===== src/rtl/avc_pkg.sv =====
package avc_pkg;

  localparam logic [2:0] OPC_GET_CLR = 3'b110;

  typedef enum logic [1:0] {
    SEQ_IDLE = 2'd0,
    SEQ_LOAD = 2'd1,
    SEQ_DONE = 2'd2
  } seq_t;

  // command is accepted only with busy bit set and the get-and-clear opcode
  function automatic logic cmd_hits(input logic wr, input logic busy_bit,
                                    input logic [2:0] code);
    return wr && busy_bit && (code == OPC_GET_CLR);
  endfunction

  // kinds vector order: {full, miss, member}
  function automatic logic [2:0] pack_kinds(input logic member, input logic miss,
                                            input logic full);
    return {full, miss, member};
  endfunction

endpackage


===== src/rtl/avc_cmd_seq.sv =====
module avc_cmd_seq (
  input  logic clk,
  input  logic rst_n,
  input  logic cmd_hit,
  output logic busy,
  output logic load
);
  import avc_pkg::*;

  seq_t state;

  always_ff @(posedge clk) begin
    if (!rst_n) begin
      state <= SEQ_IDLE;
    end else begin
      unique case (state)
        SEQ_IDLE: if (cmd_hit) state <= SEQ_LOAD;
        SEQ_LOAD: state <= SEQ_DONE;
        SEQ_DONE: state <= SEQ_IDLE;
        default:  state <= SEQ_IDLE;
      endcase
    end
  end

  assign busy = (state != SEQ_IDLE);
  assign load = (state == SEQ_LOAD);

endmodule


===== src/rtl/avc_record.sv =====
module avc_record #(
  parameter int PORTS  = 11,
  parameter int DB_W   = 12,
  parameter int MAC_W  = 48,
  parameter int SPID_W = 4
) (
  input  logic              clk,
  input  logic              rst_n,
  input  logic [2:0]        evt_kinds,
  input  logic [SPID_W-1:0] evt_spid,
  input  logic [PORTS-1:0]  evt_portvec,
  input  logic [MAC_W-1:0]  evt_mac,
  input  logic [DB_W-1:0]   evt_db,
  input  logic              clr,
  output logic              capture_evt,
  output logic              drop_evt,
  output logic              pending,
  output logic              ovf,
  output logic [2:0]        kinds,
  output logic [SPID_W-1:0] spid,
  output logic [PORTS-1:0]  portvec,
  output logic [MAC_W-1:0]  mac,
  output logic [DB_W-1:0]   db
);

  logic any_evt;
  assign any_evt     = |evt_kinds;
  // a clear completing frees the slot in the same cycle
  assign capture_evt = any_evt && (!pending || clr);
  assign drop_evt    = any_evt && pending && !clr;

  always_ff @(posedge clk) begin
    if (!rst_n) begin
      pending <= 1'b0;
      ovf     <= 1'b0;
      kinds   <= '0;
      spid    <= '0;
      portvec <= '0;
      mac     <= '0;
      db      <= '0;
    end else if (capture_evt) begin
      pending <= 1'b1;
      ovf     <= 1'b0;
      kinds   <= evt_kinds;
      spid    <= evt_spid;
      portvec <= evt_portvec;
      mac     <= evt_mac;
      db      <= evt_db;
    end else if (clr) begin
      pending <= 1'b0;
      ovf     <= 1'b0;
      kinds   <= '0;
      spid    <= '0;
      portvec <= '0;
      mac     <= '0;
      db      <= '0;
    end else if (drop_evt) begin
      ovf <= 1'b1;
    end
  end

endmodule


===== src/rtl/addr_tbl_viol_cap.sv =====
module addr_tbl_viol_cap #(
  parameter int PORTS  = 11,
  parameter int DB_W   = 12,
  parameter int MAC_W  = 48,
  parameter int SPID_W = 4
) (
  input  logic              clk,
  input  logic              rst_n,
  input  logic              evt_member,
  input  logic              evt_miss,
  input  logic              evt_full,
  input  logic [SPID_W-1:0] evt_spid,
  input  logic [PORTS-1:0]  evt_portvec,
  input  logic [MAC_W-1:0]  evt_mac,
  input  logic [DB_W-1:0]   evt_db,
  input  logic              op_wr,
  input  logic              op_busy_bit,
  input  logic [2:0]        op_code,
  output logic              op_busy,
  output logic              flag_member,
  output logic              flag_miss,
  output logic              flag_full,
  output logic              flag_overflow,
  output logic [SPID_W-1:0] ent_state,
  output logic [PORTS-1:0]  ent_portvec,
  output logic [MAC_W-1:0]  ent_mac,
  output logic [DB_W-1:0]   ent_db,
  output logic              irq_prob
);
  import avc_pkg::*;

  // named internal events, observed by the bound checker
  logic              cmd_hit;
  logic              cmd_load;
  logic              capture_evt;
  logic              drop_evt;
  logic              rec_pending;
  logic              rec_ovf;
  logic [2:0]        rec_kinds;
  logic [SPID_W-1:0] rec_spid;
  logic [PORTS-1:0]  rec_portvec;
  logic [MAC_W-1:0]  rec_mac;
  logic [DB_W-1:0]   rec_db;

  assign cmd_hit = cmd_hits(op_wr, op_busy_bit, op_code) && !op_busy;

  avc_cmd_seq u_seq (
    .clk     (clk),
    .rst_n   (rst_n),
    .cmd_hit (cmd_hit),
    .busy    (op_busy),
    .load    (cmd_load)
  );

  avc_record #(
    .PORTS  (PORTS),
    .DB_W   (DB_W),
    .MAC_W  (MAC_W),
    .SPID_W (SPID_W)
  ) u_rec (
    .clk         (clk),
    .rst_n       (rst_n),
    .evt_kinds   (pack_kinds(evt_member, evt_miss, evt_full)),
    .evt_spid    (evt_spid),
    .evt_portvec (evt_portvec),
    .evt_mac     (evt_mac),
    .evt_db      (evt_db),
    .clr         (cmd_load),
    .capture_evt (capture_evt),
    .drop_evt    (drop_evt),
    .pending     (rec_pending),
    .ovf         (rec_ovf),
    .kinds       (rec_kinds),
    .spid        (rec_spid),
    .portvec     (rec_portvec),
    .mac         (rec_mac),
    .db          (rec_db)
  );

  // shared result registers, loaded when the clear completes
  always_ff @(posedge clk) begin
    if (!rst_n) begin
      flag_member   <= 1'b0;
      flag_miss     <= 1'b0;
      flag_full     <= 1'b0;
      flag_overflow <= 1'b0;
      ent_state     <= '0;
      ent_portvec   <= '0;
      ent_mac       <= '0;
      ent_db        <= '0;
    end else if (cmd_load) begin
      flag_member   <= rec_kinds[0];
      flag_miss     <= rec_kinds[1];
      flag_full     <= rec_kinds[2];
      flag_overflow <= rec_ovf;
      ent_state     <= rec_spid;
      ent_portvec   <= rec_portvec;
      ent_mac       <= rec_mac;
      ent_db        <= rec_db;
    end
  end

  assign irq_prob = rec_pending;

endmodule


===== config.mk =====
export PLATFORM = sky130hd
export DESIGN_NAME = addr_tbl_viol_cap
export DESIGN_NICKNAME = d
export VERILOG_FILES = /design/src/rtl/avc_pkg.sv /design/src/rtl/avc_cmd_seq.sv /design/src/rtl/avc_record.sv /design/src/rtl/addr_tbl_viol_cap.sv
export SDC_FILE = /design/constraint.sdc
export NUM_CORES = 1
export LEC_CHECK = 0
export BUFFER_PORTS_ARGS = -buffer_cell sky130_fd_sc_hd__buf_2
export CORE_MARGIN = 2
export CORE_UTILIZATION = 45
export DETAILED_ROUTE_END_ITERATION = 16
export GPL_TIMING_DRIVEN = 0
export PLACE_DENSITY_LB_ADDON = 0.12
export SYNTH_ARGS = -nofsm -noshare
export SYNTH_HDL_FRONTEND = slang
export SYNTH_SLANG_ARGS = --single-unit

===== constraint.sdc =====
create_clock -name clk -period 2.5 [get_ports clk]
set_clock_uncertainty 0.1 [all_clocks]
set_input_delay 0.125 -clock clk [delete_from_list [all_inputs] [get_ports clk]]
set_output_delay 0.125 -clock clk [all_outputs]
set_load 0.02 [all_outputs]

== Yosys cells after proc, flatten, opt, wreduce, memory -nomap -nowiden ==
Index checks and enable logic that the tools add are counted.

* Register bits after elaboration: 161
* Input port bits: 85
* Output and inout port bits: 81
* Logic and storage cells: 49

* Equality and inequality tests: 3
* Muxes and demuxes: 14
* Bitwise operators: 1
* Reductions and logical operators: 15

{| class="wikitable"
|+ Operator list
! operator !! number
|-
| $mux 48 || 2
|-
| $mux 12 || 2
|-
| $mux 11 || 2
|-
| $mux 4 || 2
|-
| $logic_and 1x1->1 || 6
|-
| $mux 3 || 2
|-
| $reduce_or 3->1 || 2
|-
| $pmux 2 s2 || 1
|-
| $reduce_bool 2->1 || 2
|-
| $eq 3x3->1 const B || 1
|-
| $logic_not 1->1 || 3
|-
| $eq 2x1->1 const B || 1
|-
| $logic_not 2->1 || 1
|-
| $mux 1 || 2
|-
| $mux 2 || 1
|-
| $ne 2x2->1 const B || 1
|-
| $logic_or 1x1->1 || 1
|-
| $not 1->1 || 1
|}

== Depth between registers and ports, before layout ==
* Word-level depth: 5
* Mapped depth: 6
* Mapped depth without buffers: 3

== Hierarchy ==
From an unflattened synthesis, not the netlist that was laid out.

* Cells, all modules: 462
* Area total of the unflattened synthesis: 5,650.4 um2

{| class="wikitable"
|+ By module, submodules not included
! module !! instances !! cells an instance !! area each (um2) !! seq. area each (um2)
|-
| addr_tbl_viol_cap || 1 || 256 || 2,996.6 || 1,581.5
|-
| avc_record || 1 || 200 || 2,576.2 || 1,601.5
|-
| avc_cmd_seq || 1 || 6 || 77.6 || 40.0
|}

== Least setup slack after synthesis ==
No wires, ideal clock.

* Path kind: flip-flop to flip-flop
* From: register u_seq.state[1]
* To: register u_rec.db[2]
* Library setup time: 0.072 ns
* Arrival time: 1.275 ns
* Data required time: 2.328 ns
* Setup slack: 1.053 ns
* Stages on the path, launching flop included: 7
* Buffers on the path: 3
* Clock period less this slack: 1.447 ns
* Cell sequence: dfxtp_1 > nand2b_1 > buf_2 > a21oi_4 > buf_6 > buf_6 > mux2i_1

* Cells in the longest elaborated chain, start to end: 4

{| class="wikitable"
|+ RTL lines
! item !! RTL line !! source
|-
| start: declaration || avc_cmd_seq.sv:10 || <nowiki>seq_t state;</nowiki>
|-
| start signal: assignment || avc_cmd_seq.sv:14 || <nowiki>state <= SEQ_IDLE;</nowiki>
|-
| start signal: assignment || avc_cmd_seq.sv:17 || <nowiki>SEQ_IDLE: if (cmd_hit) state <= SEQ_LOAD;</nowiki>
|-
| start signal: assignment || avc_cmd_seq.sv:18 || <nowiki>SEQ_LOAD: state <= SEQ_DONE;</nowiki>
|-
| $eq 2x1->1 * || avc_cmd_seq.sv:26 || <nowiki>assign load = (state == SEQ_LOAD);</nowiki>
|-
| $logic_or 1x1->1 || avc_record.sv:29 || <nowiki>assign capture_evt = any_evt && (!pending || clr);</nowiki>
|-
| $logic_and 1x1->1 || avc_record.sv:29 ||
|-
| $mux 12 / $reduce_bool 2->1 (equally long branches) || -- ||
|-
| end signal: assignment || avc_record.sv:48 || <nowiki>db <= evt_db;</nowiki>
|-
| end: declaration || avc_record.sv:23 || <nowiki>output logic [DB_W-1:0] db</nowiki>
|}

Mark *: on every way between the ends. The rest lies on a longest branch, timed or not.
A chain may end at the register's enable or synchronous reset.

== Worst setup path in the final report ==
* From: register u_seq.state[0]
* To: register ent_db[3]

* Cells in the longest elaborated chain, start to end: 1

{| class="wikitable"
|+ RTL lines
! item !! RTL line !! source
|-
| $eq 2x1->1 || avc_cmd_seq.sv:26 ||
|-
| end signal: assignment || addr_tbl_viol_cap.sv:99 || <nowiki>ent_db <= rec_db;</nowiki>
|-
| end: declaration || addr_tbl_viol_cap.sv:27 || <nowiki>output logic [DB_W-1:0] ent_db,</nowiki>
|}

No other way between the ends.

==> reports/results.txt <==
met2 usage - 0.3956
Post-DP Area - 7295 um2
YS warnings - 0
unrepaired setup endpoints after global routing - no
f_max - 0.5395 GHz
Ports - 166
Yosys reg bits - 161
placed insts - 1052
Required @ worst endpoint - 2.73 ns
DRC - 0
layout cells sized above 1 - 0.2179
Final Max Slew Viols - 0
Core ar. - 13720 um2
Rel. slew slack - 0.5356
# Max-Cap Violations - 0
initial antenna violation count - 0
Final Routed Wirelength - 16840 um
Final GP Congestion - 0.8212
Lkg Pwr - 3.746 nW
crit path launch type - register
Post-CTS Setup Bufs - 0
CTS Root Cell - clkbuf_16
Mapped Area - 6248 um2
Detailed Route Iter0 Violations - 300
total number of vias - 5712
crit-path max FO - 10
n_diodes - 0
Max IR drop VDD - 439.4 uV
status - completed
Die Height - 121.8 um
Final #Nets - 1056
CTS tree - yes
Power Density - 651.4 nW/um2
GRT Total Usage - 0.2326
vias in the first global route - 5639
Layout fillers - 1198
pin count of the biggest net entering global routing - 17
drt first pass iters - 4
kind of critical path - register to register
PostCTS Resize Cnt - 0
fin cells - 1162
Hold WC Path Type - primary input to register
first-pass GRT wire length - 26990 um
total die area - 14840 um2
syn_nets - 793
transition time of the tightest slew-check pin - 0.6966 ns
Syn-to-layout area delta - 38.17%
most used routing layer - met2
global route total overflow - 0
Gate Count Post-Synth - 708
setup TNS - 0 ns
I/O Buffers - 164
sequential-to-total area share from yosys stat - 0.5158
Place WS - 0.6829 ns
count of cell types in the netlist - 20
critical path endpoint category - register
Avg Cell Area, Syn - 8.826 um2
Setup violations, final - 0
Final ANT Viol Nets - 0
Die Wd - 121.8 um
via density per instance - 4.916
H-tree depth - 4
Reg clk slew, reported paths - 0.06 ns
period utilisation layout - 0.7414
Detailed Place HPWL - 11810 um
Num CTS Buffers - 17
final worst slack - 0.6466 ns
Clock Sinks - 161
Fin. Hold Viols - 0
fin crit period - 1.853 ns
met1 GRT Util - 0.2921
Worst Path Arrival - 2.08 ns
initial core utilization - 0.4554
drt wl/cell - 14.49 um
Cell Rows - 43
final instance area - 8633 um2
clock latency on the worst-skew pair - 0.41 ns
GR met3 Demand/Resource - 0.04963
Clock Path Buffers - 2
-- flip-flops by register name (all words and copies together), names as in the netlist --
register,cells
ent_portvec,11
u_rec.ovf,1
u_rec.mac,48
u_seq.state,2
u_rec.spid,4
u_rec.kinds,3
flag_member,1
flag_overflow,1
u_rec.db,12
u_rec.portvec,11
ent_mac,48
flag_full,1
u_rec.pending,1
flag_miss,1
ent_state,4
ent_db,12
-- cell usage after synthesis --
| master | count | area share |
|---|---|---|
| or2_2 | 1 | 0.0010 |
| buf_2 | 13 | 0.010 |
| nand2_1 | 239 | 0.14 |
| and2_1 | 2 | 0.0020 |
| a21oi_4 | 1 | 0.0026 |
| nor3_2 | 1 | 0.0016 |
| buf_1 | 2 | 0.0012 |
| nor2_1 | 1 | 0.00060 |
| nand3_1 | 78 | 0.062 |
| clkbuf_1 | 39 | 0.023 |
| buf_6 | 3 | 0.0054 |
| buf_4 | 4 | 0.0048 |
| a21boi_0 | 80 | 0.096 |
| mux2i_1 | 76 | 0.12 |
| o22ai_1 | 3 | 0.0030 |
| nor3_1 | 1 | 0.00080 |
| nand2b_1 | 1 | 0.0010 |
| nor2b_1 | 1 | 0.0010 |
| dfxtp_1 | 161 | 0.52 |
| nand4b_1 | 1 | 0.0014 |
-- power by group --
part	internal (W)	total (W)	switching, W
clock network	0.00143	0.00240	0.000970
logic	0.000269	0.000510	0.000241
registers	0.00267	0.00272	0.0000520
-- repair_timing --
item	CTS	global route
hold buffers	80	0
hold endpoints to repair	80	0
setup endpoints to repair	0	0
-- routing by layer --
| metal | vias up | wire length (um) |
|---|---|---|
| met2 | 146 | 8302 |
| met5 | - | 0 |
| met3 | 22 | 737 |
| met1 | 2673 | 7555 |
| met4 | 0 | 247 |
| li1 | 2871 | - |
-- path summary, 6_finish.rpt --
check	start	end	slack, ns	cells after the start
min reg2reg	ent_portvec[4]	ent_portvec[4]	0.36	2
max reg2reg	u_seq.state[0]	ent_db[3]	0.65	5
min	rst_n	ent_mac[35]	0.02	2
max	u_seq.state[0]	ent_db[3]	0.65	5
-- layout by cell type (no fill, tap or decap), types with 2 or more instances in the layout --
cell,instances
buf_4,4
nand2_1,239
clkbuf_1,42
a21boi_0,80
dfxtp_1,161
nand3_1,78
o22ai_1,3
buf_1,2
dlygate4sd3_1,80
clkinv_2,6
buf_2,177
and2_1,2
clkbuf_16,17
mux2i_1,76
buf_6,3
clkbuf_8,3
-- critical path: stages (launching register included) --
cell      delay [ns]
dfxtp_1         0.33
nor2b_1         0.13
clkbuf_1        0.41
clkbuf_1        0.46
nand2_1         0.14
a21boi_0        0.19
-- metrics by stage --
stage,power [W],util,hold WS [ns]
after floorplan,0.003025,-,0.1433
after global placement,0.003167,0.5317,0.2725
after detailed placement,0.003183,0.5317,0.2737
after CTS,0.005670,0.6293,0.01858
after global routing,0.005834,0.6293,0.03575
final,0.005624,0.6293,0.02080
-- layout make-up --
cell class,count,area [um2],share of cell area
Buffer,61,282.8,0.03275
Clock buffer,23,478.0,0.05536
Clock inverter,7,60.06,0.006957
Multi-Input combinational cell,486,2743,0.3177
Sequential cell,161,3223,0.3733
Tap cell,180,225.2,0.02609
Timing Repair Buffer,244,1622,0.1878
-- logic make-up after synthesis --
kind of cell	synth area share
buf+inv	0.04525
simple gates	0.2155
flops	0.5158
mux	0.1217
compound gates	0.1017
(Power assumes the default switching activity.)
